==> src/rtl/arx_pkg.sv <==
package arx_pkg;
  typedef enum logic {
    CH_LEFT  = 1'b0,
    CH_RIGHT = 1'b1
  } chan_e;
endpackage

==> src/rtl/arx_sampler.sv <==
module arx_sampler #(
  parameter int SYNC_STAGES = 2
) (
  input  logic clk,
  input  logic rst_n,
  input  logic sck_i,
  input  logic ws_i,
  input  logic sd_i,
  output logic bit_stb,
  output logic bit_val,
  output logic ws_val
);
  localparam int LINES = 3;

  logic [LINES-1:0] raw;
  logic [LINES-1:0] stage [SYNC_STAGES];
  logic [LINES-1:0] synced;
  logic             sck_q;

  assign raw = {sck_i, ws_i, sd_i};

  always_ff @(posedge clk) begin
    if (!rst_n) begin
      for (int s = 0; s < SYNC_STAGES; s++) stage[s] <= '0;
      sck_q <= 1'b0;
    end else begin
      stage[0] <= raw;
      for (int s = 1; s < SYNC_STAGES; s++) stage[s] <= stage[s-1];
      sck_q <= stage[SYNC_STAGES-1][2];
    end
  end

  assign synced  = stage[SYNC_STAGES-1];
  assign bit_stb = synced[2] & ~sck_q;
  assign ws_val  = synced[1];
  assign bit_val = synced[0];
endmodule

==> src/rtl/arx_deser.sv <==
module arx_deser
  import arx_pkg::*;
#(
  parameter int W = 16,
  localparam int CW = $clog2(W + 1)
) (
  input  logic          clk,
  input  logic          rst_n,
  input  logic          bit_stb,
  input  logic          bit_val,
  input  logic          ws_val,
  output logic          word_done,
  output chan_e         word_ch,
  output logic [W-1:0]  word_data,
  output logic [CW-1:0] bit_count
);
  localparam logic [CW-1:0] CNT_MAX = CW'(W);

  logic [W-1:0] acc, acc_nx;
  logic         ws_prev;
  logic         locked;

  // Place the incoming bit at its MSB-first slot while room remains.
  always_comb begin
    acc_nx = acc;
    if (bit_count < CNT_MAX) acc_nx[W-1-int'(bit_count)] = bit_val;
  end

  always_ff @(posedge clk) begin
    if (!rst_n) begin
      acc       <= '0;
      bit_count <= '0;
      ws_prev   <= 1'b0;
      locked    <= 1'b0;
      word_done <= 1'b0;
      word_ch   <= CH_LEFT;
      word_data <= '0;
    end else begin
      word_done <= 1'b0;
      if (bit_stb) begin
        if (ws_val != ws_prev) begin
          // Channel change: this bit closes the current word.
          ws_prev   <= ws_val;
          locked    <= 1'b1;
          word_done <= locked;
          word_ch   <= chan_e'(ws_prev);
          word_data <= acc_nx;
          acc       <= '0;
          bit_count <= '0;
        end else begin
          acc <= acc_nx;
          if (bit_count < CNT_MAX) bit_count <= bit_count + 1'b1;
        end
      end
    end
  end
endmodule

==> src/rtl/arx_pair.sv <==
module arx_pair
  import arx_pkg::*;
#(
  parameter int W = 16
) (
  input  logic         clk,
  input  logic         rst_n,
  input  logic         word_done,
  input  chan_e        word_ch,
  input  logic [W-1:0] word_data,
  input  logic         out_ready,
  output logic         pair_load,
  output logic         out_valid,
  output logic [W-1:0] out_left,
  output logic [W-1:0] out_right
);
  logic [W-1:0] left_hold;
  logic         left_ok;

  assign pair_load = word_done && (word_ch == CH_RIGHT) && left_ok;

  always_ff @(posedge clk) begin
    if (!rst_n) begin
      left_hold <= '0;
      left_ok   <= 1'b0;
      out_valid <= 1'b0;
      out_left  <= '0;
      out_right <= '0;
    end else begin
      if (word_done && word_ch == CH_LEFT) begin
        left_hold <= word_data;
        left_ok   <= 1'b1;
      end
      if (pair_load) begin
        out_left  <= left_hold;
        out_right <= word_data;
        out_valid <= 1'b1;
        left_ok   <= 1'b0;
      end else if (out_valid && out_ready) begin
        out_valid <= 1'b0;
      end
    end
  end
endmodule

==> src/rtl/serial_audio_rx.sv <==
module serial_audio_rx
  import arx_pkg::*;
#(
  parameter int W           = 16,
  parameter int SYNC_STAGES = 2
) (
  input  logic         clk,
  input  logic         rst_n,
  input  logic         ser_clk,
  input  logic         word_sel,
  input  logic         ser_data,
  output logic         smp_valid,
  input  logic         smp_ready,
  output logic [W-1:0] smp_left,
  output logic [W-1:0] smp_right
);
  localparam int CW = $clog2(W + 1);

  logic          bit_stb, bit_val, ws_val;
  logic          word_done, pair_load;
  chan_e         word_ch;
  logic [W-1:0]  word_data;
  logic [CW-1:0] bit_count;

  arx_sampler #(.SYNC_STAGES(SYNC_STAGES)) u_sampler (
    .clk(clk), .rst_n(rst_n),
    .sck_i(ser_clk), .ws_i(word_sel), .sd_i(ser_data),
    .bit_stb(bit_stb), .bit_val(bit_val), .ws_val(ws_val)
  );

  arx_deser #(.W(W)) u_deser (
    .clk(clk), .rst_n(rst_n),
    .bit_stb(bit_stb), .bit_val(bit_val), .ws_val(ws_val),
    .word_done(word_done), .word_ch(word_ch), .word_data(word_data),
    .bit_count(bit_count)
  );

  arx_pair #(.W(W)) u_pair (
    .clk(clk), .rst_n(rst_n),
    .word_done(word_done), .word_ch(word_ch), .word_data(word_data),
    .out_ready(smp_ready), .pair_load(pair_load),
    .out_valid(smp_valid), .out_left(smp_left), .out_right(smp_right)
  );
endmodule

==> config.mk <==
export PLATFORM = sky130hd
export DESIGN_NAME = serial_audio_rx
export DESIGN_NICKNAME = d
export VERILOG_FILES = /design/src/rtl/arx_pkg.sv /design/src/rtl/arx_sampler.sv /design/src/rtl/arx_deser.sv /design/src/rtl/arx_pair.sv /design/src/rtl/serial_audio_rx.sv
export SDC_FILE = /design/constraint.sdc
export NUM_CORES = 1
export LEC_CHECK = 0
export BUFFER_PORTS_ARGS = -buffer_cell sky130_fd_sc_hd__buf_2
export CAP_MARGIN = 20
export CORE_ASPECT_RATIO = 1.75
export CORE_MARGIN = 2
export CORE_UTILIZATION = 55
export CTS_CLUSTER_SIZE = 8
export DETAILED_ROUTE_END_ITERATION = 7
export HOLD_SLACK_MARGIN = 0.08
export PLACE_DENSITY = 0.75
export SKIP_CTS_REPAIR_TIMING = 1
export SYNTH_ARGS = -nofsm -noshare
export SYNTH_HDL_FRONTEND = slang
export SYNTH_SLANG_ARGS = --single-unit
==> constraint.sdc <==
create_clock -name clk -period 3.43 [get_ports clk]
set_input_delay 0.5145 -clock clk [delete_from_list [all_inputs] [get_ports clk]]
set_output_delay 0.5145 -clock clk [all_outputs]
set_load 0.01 [all_outputs]
==> results of run 1 <==
[cells by family after synthesis]
family	Yosys count
adders and majority gates	5
buffers and inverters	33
AOI/OAI and AO/OA	92
xor gates and xnor gates	5
and+or+nand+nor	186
DFF	98
muxes	16
[final cells by class]
class	instances	area [sq um]	share of cell area, %
clock buffer	13	250	5.85
timing repair buffer	40	213	4.97
clock inverter	2	37.5	0.877
inverter	5	18.8	0.438
tap	84	105	2.46
multi-input combinational	304	1690	39.6
sequential	98	1960	45.8
[Yosys cell counts]
library cell and instances:
nand2_1 133, dfxtp_1 98, a21boi_0 51, o21ai_0 25
nor2_1 20, clkbuf_1 16, mux2i_1 16, and2_1 10
nand2b_1 10, buf_2 8, ha_1 5, inv_1 5
o21ai_2 5, nor3_1 4, o21ai_1 4, nor2b_1 3
and3_1 2, buf_6 2, nand3_1 2, nand3_2 2
xnor2_1 2, a211oi_2 1, a21boi_1 1, a21boi_2 1
a21oi_1 1, clkbuf_2 1, clkbuf_4 1, o211ai_1 1
o31ai_1 1, o32ai_1 1, xnor2_2 1, xor2_1 1
xor2_2 1
[power by group]
group | total, W | internal [W] | switching, W
clock | 0.000970 | 0.000582 | 0.000388
sequential | 0.00115 | 0.00114 | 0.00000559
combinational | 0.0000477 | 0.0000185 | 0.0000292
[worst paths after layout]
check | start | to | slack (ps) | depth (start not counted)
max | u_deser.bit_count[0] | u_deser.acc[0] | 1670 | 7
max reg2reg | u_deser.bit_count[0] | u_deser.acc[0] | 1670 | 7
min | word_sel | u_sampler.stage[0][1] | 390 | 2
min reg2reg | u_sampler.stage[0][1] | u_sampler.stage[0][4] | 440 | 1
[per-stage QoR]
stage	hold WS [ps]	utilization, %	total power, W
global route	384	62.9	0.00224
finish	387	62.9	0.00217
CTS	374	62.9	0.00219
floorplan	409	-	0.00121
global placement	416	58.4	0.00122
detailed placement	428	58.7	0.00122
[placed cells by master, fill, tap and decap left out, drive strengths merged, types with 2 or more instances in the layout]
cell    count
nor2b       3
inv         5
xor2        2
xnor2       3
o21ai      34
mux2i      16
and3        2
clkbuf     13
nor3        4
nand2b     10
nor2       20
buf        40
nand3       4
ha          5
and2       10
nand2     133
a21boi     53
dfxtp      98
[routing by layer]
| metal | part of all wire (%) | routed length (microns) |
|---|---|---|
| met4 | 1.1 | 79 |
| met3 | 3.1 | 212 |
| met5 | 0 | 0 |
| met2 | 53 | 3630 |
| met1 | 43 | 2980 |
[worst max-delay path: cells and delay by family, from the launching register on]
family	cells	cell delay (ps)
adders and majority gates	2	340
DFF	1	430
muxes	1	300
and+or+nand+nor	3	490
AOI/OAI and AO/OA	1	90
[sequential cells by signal, summed over array words and instances, names as in the netlist]
register           cells
u_deser.acc           16
u_deser.word_data     16
u_pair.left_hold      16
u_pair.out_left       16
u_pair.out_right      16
u_sampler.stage        6
u_deser.bit_count      5
u_deser.locked         1
u_deser.word_ch        1
u_deser.word_done      1
u_deser.ws_prev        1
u_pair.left_ok         1
u_pair.out_valid       1
u_sampler.sck_q        1
==> reports/metrics.yaml, run 1 <==
synthAdderAreaFrac_pct: 1.64
ant_nets: 0
synth.top_cell.area_share_pct: 51.5
drv_cap: 0
cp_common_cell: "ha_1"
antenna_found_initial: 0
start_util_pct: 56.0
overflow: 0
area_delta_synth_final_pct: 12.3
clkSlewWorstSetupHoldPaths_ps: 60
cts_root_buf: "clkbuf_16"
power.leakage_nw: 1.53
grt_setup_unrepaired: "false"
ys_seq_area_share_pct: 51.5
startpoint_type: "flop"
crit_fanout: 5
drtIter0Drc: 178
placed_area_sq_um: 3990
drc: 0
muxShareOfSynthArea_pct: 4.20
clockBufferDepth: 2
slew_headroom_pct: 26.9
grtUsageMet2_pct: 33.9
outcome: "finished clean"
cts_tree: "done"
dp.cells: 531
post-dp-hpwl_microns: 4820
wl_microns: 6900
drv_slew: 0
max_freq_mhz: 567
nets: 469
cts_sinks: 98
yosysWarningCount: 0
syn_inst: 435
grt_pass1_vias: 2736
fin_skew_ps: 8.33
nFillCells: 589
hold_violations: 0
peakVddDrop_v: 0.000313
synth_compound_area_share_pct: 16.6
track_usage_pct: 20.1
io_buffers: 38
fin_crit_ps: 1760
synthTopCellsByArea: "dfxtp_1, nand2_1, a21boi_0"
row_count: 40
die_h_microns: 114
cp.arrival_ps: 2000
criticalPathCategory: "flop to flop"
wire_per_inst_microns: 12.6
grt_util_met3_pct: 5.11
gp_congestion: 0.762
dpl_worst_slack_ps: 1480
drive_above_1_share_pct: 13.6
grt_start_max_net_pins: 49
fin_crit_sh_pct: 51.5
design.die.area_sq_um: 7640
die_w_microns: 66.9
firstDrtPassIters: 4
htree_levels: 3
avgSynthCellArea_sq_um: 8.76
instances_no_fill: 546
cts_made_buffers: 9
synth_top_family_by_area: "simple AND/OR/NAND/NOR gates"
synth-xor-area-share_pct: 1.54
yosys.area.top_type: "dfxtp_1"
grt_use_met1_pct: 23.4
core_area_sq_um: 6810
ys_ff_latch: 98
path_cells: "ha_1 > and3_1 > ha_1 > nor2b_1 > mux2i_1 > o31ai_1 > and2_1"
syn_nets: 446
dr_total_vias: 2832
clk_latency_ps: 340
hold_class: "primary input to flop"
yosys.area_share.simple_pct: 20.5
postLayoutCellArea_sq_um: 4280
worst_slew_pin_slew_ps: 1090
vias_per_cell: 5.19
fin_ws_ps: 1670
diodes: 0
io_pins: 39
required_ps: 3660
synthesis.area_sq_um: 3810
grt_pass1_wl_microns: 11900
finalSetupViolations: 0
end_kind: "flop"
powerDensity_nw_per_um2: 506
yosysUniqueCellTypes: 33
tns_ps: 0
gr-max-usage-layer: "met2"
cpMaxStageDelayCell: "dfxtp_1"
critPathMaxStageDelay_ps: 430
Power figures use the tool's default switching activity.
==> inputs of run 2 (changes only) <==
Settings changed: CORE_UTILIZATION 55 to 52.
Clock period 3.43 ns to 1.51 ns, I/O delays scaled along.
==> reports/metrics.yaml, run 2 (synthesized netlist as in run 1, its figures left out) <==
outcome: "finished with violations"
violations: "setup timing"
wl_microns: 7090  # +2.7%
layout.cells.most_common: "nand2_1"
grt_pass1_vias: 2690  # -1.7%
drv_cap: 0  # unchanged
clk_latency_ps: 340  # about the same
core_area_sq_um: 7180  # +5.5%
peakVddDrop_v: 0.000636  # +100%
gp_congestion: 0.838  # +9.9%
fin_crit_sh_pct: 102  # +50 points
end_kind: "flop"
dr_total_vias: 2839  # +0.25%
htree_levels: 3  # unchanged
grt_pass1_wl_microns: 11800  # -0.93%
nFillCells: 614  # +4.2%
cts_root_buf: "clkbuf_16"
overflow: 0  # unchanged
hold_class: "primary input to flop"
crit_fanout: 5  # unchanged
powerDensity_nw_per_um2: 1100  # +120%
fin_skew_ps: 3.47  # -4.86 ps
fin_ws_ps: -28.0  # -1690 ps
grt_start_max_net_pins: 60  # +22%
placed_area_sq_um: 4130  # +3.4%
power.leakage_nw: 1.64  # +6.8%
startpoint_type: "flop"
required_ps: 1750  # -1910 ps
wire_per_inst_microns: 12.6  # about the same
drive_above_1_share_pct: 21.1  # +7.4 points
gr-max-usage-layer: "met2"
die_w_microns: 68.7  # +2.7%
io_buffers: 38  # unchanged
cts_sinks: 98  # unchanged
clkSlewWorstSetupHoldPaths_ps: 60  # about the same
grt_util_met3_pct: 4.59  # -0.52 points
vias_per_cell: 5.06  # -2.4%
row_count: 41  # +2.5%
min_from: "ser_clk"
design.die.area_sq_um: 8050  # +5.5%
ant_nets: 0  # unchanged
track_usage_pct: 19.4  # -0.79 points
slew_headroom_pct: 56.4  # +30 points
finalSetupViolations: 2  # +2
layout_common_cells: "nand2_1, dfxtp_1, a21boi_0"
r2r-end: "u_deser.acc[0]"
tns_ps: -54.9  # -54.9 ps
antenna_found_initial: 0  # unchanged
max_freq_mhz: 650  # +15%
fin_crit_ps: 1540  # -227 ps
start_util_pct: 53.0  # -2.9 points
nets: 483  # +3.0%
drv_slew: 0  # unchanged
grt_setup_unrepaired: "true"
die_h_microns: 117  # +2.7%
grtUsageMet2_pct: 33.7  # -0.15 points
drtIter0Drc: 148  # -17%
cts_made_buffers: 9  # unchanged
rr_worst_depth: 7  # unchanged
clockBufferDepth: 2  # unchanged
post-dp-hpwl_microns: 4820  # about the same
worst_slew_pin_slew_ps: 652  # -442 ps
diodes: 0  # unchanged
firstDrtPassIters: 4  # unchanged
area_delta_synth_final_pct: 18.9
min_to: "u_sampler.stage[0][2]"
io_pins: 39  # unchanged
grt_use_met1_pct: 21.3  # -2.1 points
drc: 0  # unchanged
rrSetupSlack_ps: -30  # -1690 ps
r2r_start: "u_deser.bit_count[0]"
cp.arrival_ps: 1780  # -220 ps
worstHoldPathCells: 2  # unchanged
hold_violations: 0  # unchanged
criticalPathCategory: "flop to flop"
cts_tree: "done"
postLayoutCellArea_sq_um: 4530  # +5.8%
==> run 2: changes by cell type in the layout (fill, tap and decap cells not counted), moves of 3 or more <==
cell | before | now
nor3_2 | 0 | 3
nor2_2 | 0 | 4
nor3_1 | 4 | 0
dfxtp_1 | 98 | 95
buf_4 | 1 | 14
nor2_1 | 20 | 16
clkbuf_1 | 3 | 0
o21ai_0 | 25 | 22
o21ai_1 | 4 | 7
ha_4 | 0 | 3
ha_1 | 5 | 2
==> run 2: final cells by class <==
cell class	count	area (sq um)	area share (%)
clock inverters	3	40.0	0.884
repair buffers	54	335	7.40
clock buffers	11	253	5.58
inverters	5	21.3	0.469
well taps	86	108	2.38
flip-flops and latches	98	1970	43.4
multi-input cells	304	1810	39.9
==> run 2: worst max-delay path by stage <==
| stage | start | to | slack (ps) | depth (start not counted) |
|---|---|---|---|---|
| 2_1_floorplan | u_deser.bit_count[0] | u_deser.acc[0] | 30 | 7 |
| 3_3_place_gp | u_deser.bit_count[1] | u_deser.acc[15] | -80 | 7 |
| 3_5_place_dp | u_deser.bit_count[1] | u_deser.acc[15] | -110 | 7 |
| 4_1_cts | u_deser.bit_count[1] | u_deser.acc[15] | -140 | 7 |
| 5_1_grt | u_deser.bit_count[1] | u_deser.acc[2] | -130 | 7 |
| 6_report | u_deser.bit_count[0] | u_deser.acc[0] | -30 | 7 |
==> run 2: worst max-delay path, cell delays in order, from the launching register on <==
cell	delay [ps]
dfxtp_4	390
ha_4	140
and3_4	180
ha_4	110
nor2b_4	130
mux2i_2	240
o31ai_1	90
and2_1	160
==> run 2: metrics by stage <==
step	instances	hold slack, ps	worst slack [ps]	total power [W]	utilization [%]
finish	561	90.3	-28.0	0.00498	63.1
global placement	546	417	-83.9	0.00278	57.5
floorplan	435	354	29.2	0.00276	-
global route	561	82.8	-134	0.00515	63.1
detailed placement	546	429	-113	0.00279	57.5
CTS	560	80.6	-143	0.00503	61.6
==> run 2: routing by layer <==
layer / wire length, microns / vias to the layer above
met5: 0 / -
met4: 152 / 0
met3: 210 / 12
met2: 3710 / 36
met1: 3020 / 1304
li1: - / 1487
==> run 2: report_power, final <==
group          internal [W]  switching, W  leakage (nW)
Combinational     0.0000587     0.0000769         0.698
Sequential          0.00260     0.0000141         0.792
Clock               0.00135      0.000890         0.147
Total               0.00400      0.000981          1.64
==> inputs of run 3 (changes only) <==
Settings changed: ABC_AREA set to 1, BUFFER_PORTS_ARGS -buffer_cell sky130_fd_sc_hd__buf_2 to -buffer_cell sky130_fd_sc_hd__clkbuf_2, CORE_UTILIZATION 52 to 55.
Clock period 1.51 ns to 1.6 ns, I/O delays scaled along.
==> reports/metrics.yaml, run 3 <==
drtIter0Drc: 186  # +26%
vias_per_cell: 5.10  # +0.74%
row_count: 40  # -2.4%
slew_headroom_pct: 68.0  # +12 points
criticalPathCategory: "flop to flop"
path_cells: "ha_2 > inv_1 > nor2_1 > ha_1 > inv_1 > nor2_1 > nand2_1 > o21ai_0 > nor2_1 > nor2_1 > nor2_1"
overflow: 0  # unchanged
fin_skew_ps: 5.95  # +2.48 ps
clockBufferDepth: 2  # unchanged
outcome: "finished clean"
worst_slew_pin_slew_ps: 480  # -173 ps
fin_crit_ps: 1460  # -78.2 ps
io_pins: 39  # unchanged
fin_total_pwr_w: 0.00447  # -10%
syn_inst: 513  # +18%
cts_made_buffers: 9  # unchanged
required_ps: 1820  # +70 ps
grt_setup_unrepaired: "false"
wl_microns: 7670  # +8.2%
startpoint_type: "flop"
htree_levels: 3  # unchanged
multiInputGateArea_sq_um: 1590  # -12%
drc: 0  # unchanged
synth_most_common_cell: "nand2_1"
crit_fanout: 5  # unchanged
io_buffers: 38  # unchanged
cp.arrival_ps: 1680  # -100 ps
ys_ff_latch: 98  # unchanged
diodes: 0  # unchanged
cts_sinks: 98  # unchanged
clk_latency_ps: 330  # about the same
drv_slew: 0  # unchanged
power.leakage_nw: 1.85  # +13%
finalSetupViolations: 0  # -2
core_area_sq_um: 6860  # -4.5%
crit_buf_inv: 2  # +2
drive_above_1_share_pct: 14.5  # -6.6 points
yosys.area.top_type: "dfxtp_1"
critPathMaxStageDelay_ps: 360  # -30 ps
hold_violations: 0  # unchanged
grt_pass1_wl_microns: 12800  # +9.0%
grt_pass1_vias: 3060  # +14%
synth_common_cells: "nand2_1, dfxtp_1, a21oi_1"
layout_common_cells: "nand2_1, dfxtp_1, a21oi_1"
synth-xor-area-share_pct: 0.453  # -1.1 points
grt_start_max_net_pins: 31  # -48%
firstDrtPassIters: 4  # unchanged
peakVddDrop_v: 0.000780  # +23%
post-dp-hpwl_microns: 5380  # +12%
start_util_pct: 56.4  # +3.3 points
cp_top_family: "simple AND/OR/NAND/NOR gates"
synth-main-ff-cell: "dfxtp_1"
cp_common_cell: "nor2_1"
cts_tree: "done"
synthAdderAreaFrac_pct: 1.62  # -0.024 points
cts_root_buf: "clkbuf_16"
muxShareOfSynthArea_pct: 0  # -4.2 points
drv_cap: 0  # unchanged
postSynth.asyncResetShare_pct: 0  # unchanged
max_freq_mhz: 685  # +5.4%
regArea_sq_um: 1960  # -0.25%
yosysUniqueCellTypes: 22  # -33%
area_delta_synth_final_pct: 14.9
avgSynthCellArea_sq_um: 7.54  # -14%
fin_crit_sh_pct: 91.2  # -11 points
wire_per_inst_microns: 11.9  # -5.8%
yosysWarningCount: 0  # unchanged
dpl_worst_slack_ps: 92.1  # +205 ps
ys_seq_area_share_pct: 50.7  # -0.75 points
nets: 568  # +18%
track_usage_pct: 21.2  # +1.9 points
cpMaxStageDelayCell: "dfxtp_2"
dr_total_vias: 3283  # +16%
die_h_microns: 115  # -2.0%
synthesis.area_sq_um: 3870  # +1.5%
rrSetupSlack_ps: 140  # +170 ps
synth_top_family_by_area: "simple AND/OR/NAND/NOR gates"
die_w_microns: 67.4  # -1.9%
synth.top_cell.area_share_pct: 50.7  # -0.75 points
powerDensity_nw_per_um2: 1010  # -8.5%
end_kind: "flop"
yosys.area_share.simple_pct: 28.0  # +7.5 points
syn_nets: 524  # +17%
nFillCells: 595  # -3.1%
antenna_found_initial: 0  # unchanged
hold_ws_ps: 86.2  # -4.10 ps
ant_nets: 0  # unchanged
layout.cells.most_common: "nand2_1"
hold_class: "primary input to flop"
synthTopCellsByArea: "dfxtp_1, nand2_1, a21oi_1"
fin_ws_ps: 140  # +168 ps
design.die.area_sq_um: 7740  # -3.9%
synth_compound_area_share_pct: 11.0  # -5.6 points
tns_ps: 0  # +54.9 ps
gp_congestion: 0.875  # +4.5%
synth_edf_count: 0  # unchanged
clkSlewWorstSetupHoldPaths_ps: 60  # about the same
run 3: metrics by stage:
stage                     instances  area (sq um)  util [%]
after global placement          628          4160      60.6
after CTS                       642          4410      64.3
after floorplan                 513          3870         -
after global routing            644          4440      64.8
after detailed placement        628          4160      60.6
final                           644          4440      64.8
run 3: power by group:
part	internal (W)	switching [W]	total [W]
registers	0.00245	0.00000739	0.00246
clock network	0.00104	0.000815	0.00185
logic	0.0000444	0.000109	0.000153
run 3: logic make-up after synthesis:
group | after synthesis
XOR/XNOR | 2
AO/OA/AOI/OAI | 85
AND/OR/NAND/NOR | 249
buffers and inverters | 74
adder cells (fa/ha/maj) | 5
flip-flops | 98
run 3: final timing paths:
check                                      startpoint               endpoint  depth (start not counted)
worst max-delay path             u_deser.bit_count[1]         u_deser.acc[0]                         11
worst min-delay path                         word_sel  u_sampler.stage[0][1]                          3
worst max register to register   u_deser.bit_count[1]         u_deser.acc[0]                         11
worst min register to register  u_sampler.stage[0][1]  u_sampler.stage[0][4]                          2
run 3: worst min-delay path: stages:
cell	delay, ps
clkbuf_2	70
nand2_1	40
inv_1	40
run 3: area by class of cell:
type                       count  share of cell area, %
sequential                    98                   44.2
multi-input combinational    341                   35.8
clock inverter                 2                  0.366
timing repair buffer          55                   7.44
inverter                      52                   4.45
tap                           84                   2.37
clock buffer                  12                   5.33
run 3: routing by layer:
layer	GRT usage [%]	vias up	share of wire, %
met5	0	-	0
li1	-	1714	-
met1	22.3	1490	41
met3	4.70	8	3.5
met2	38.4	71	54
met4	10.5	0	1.6
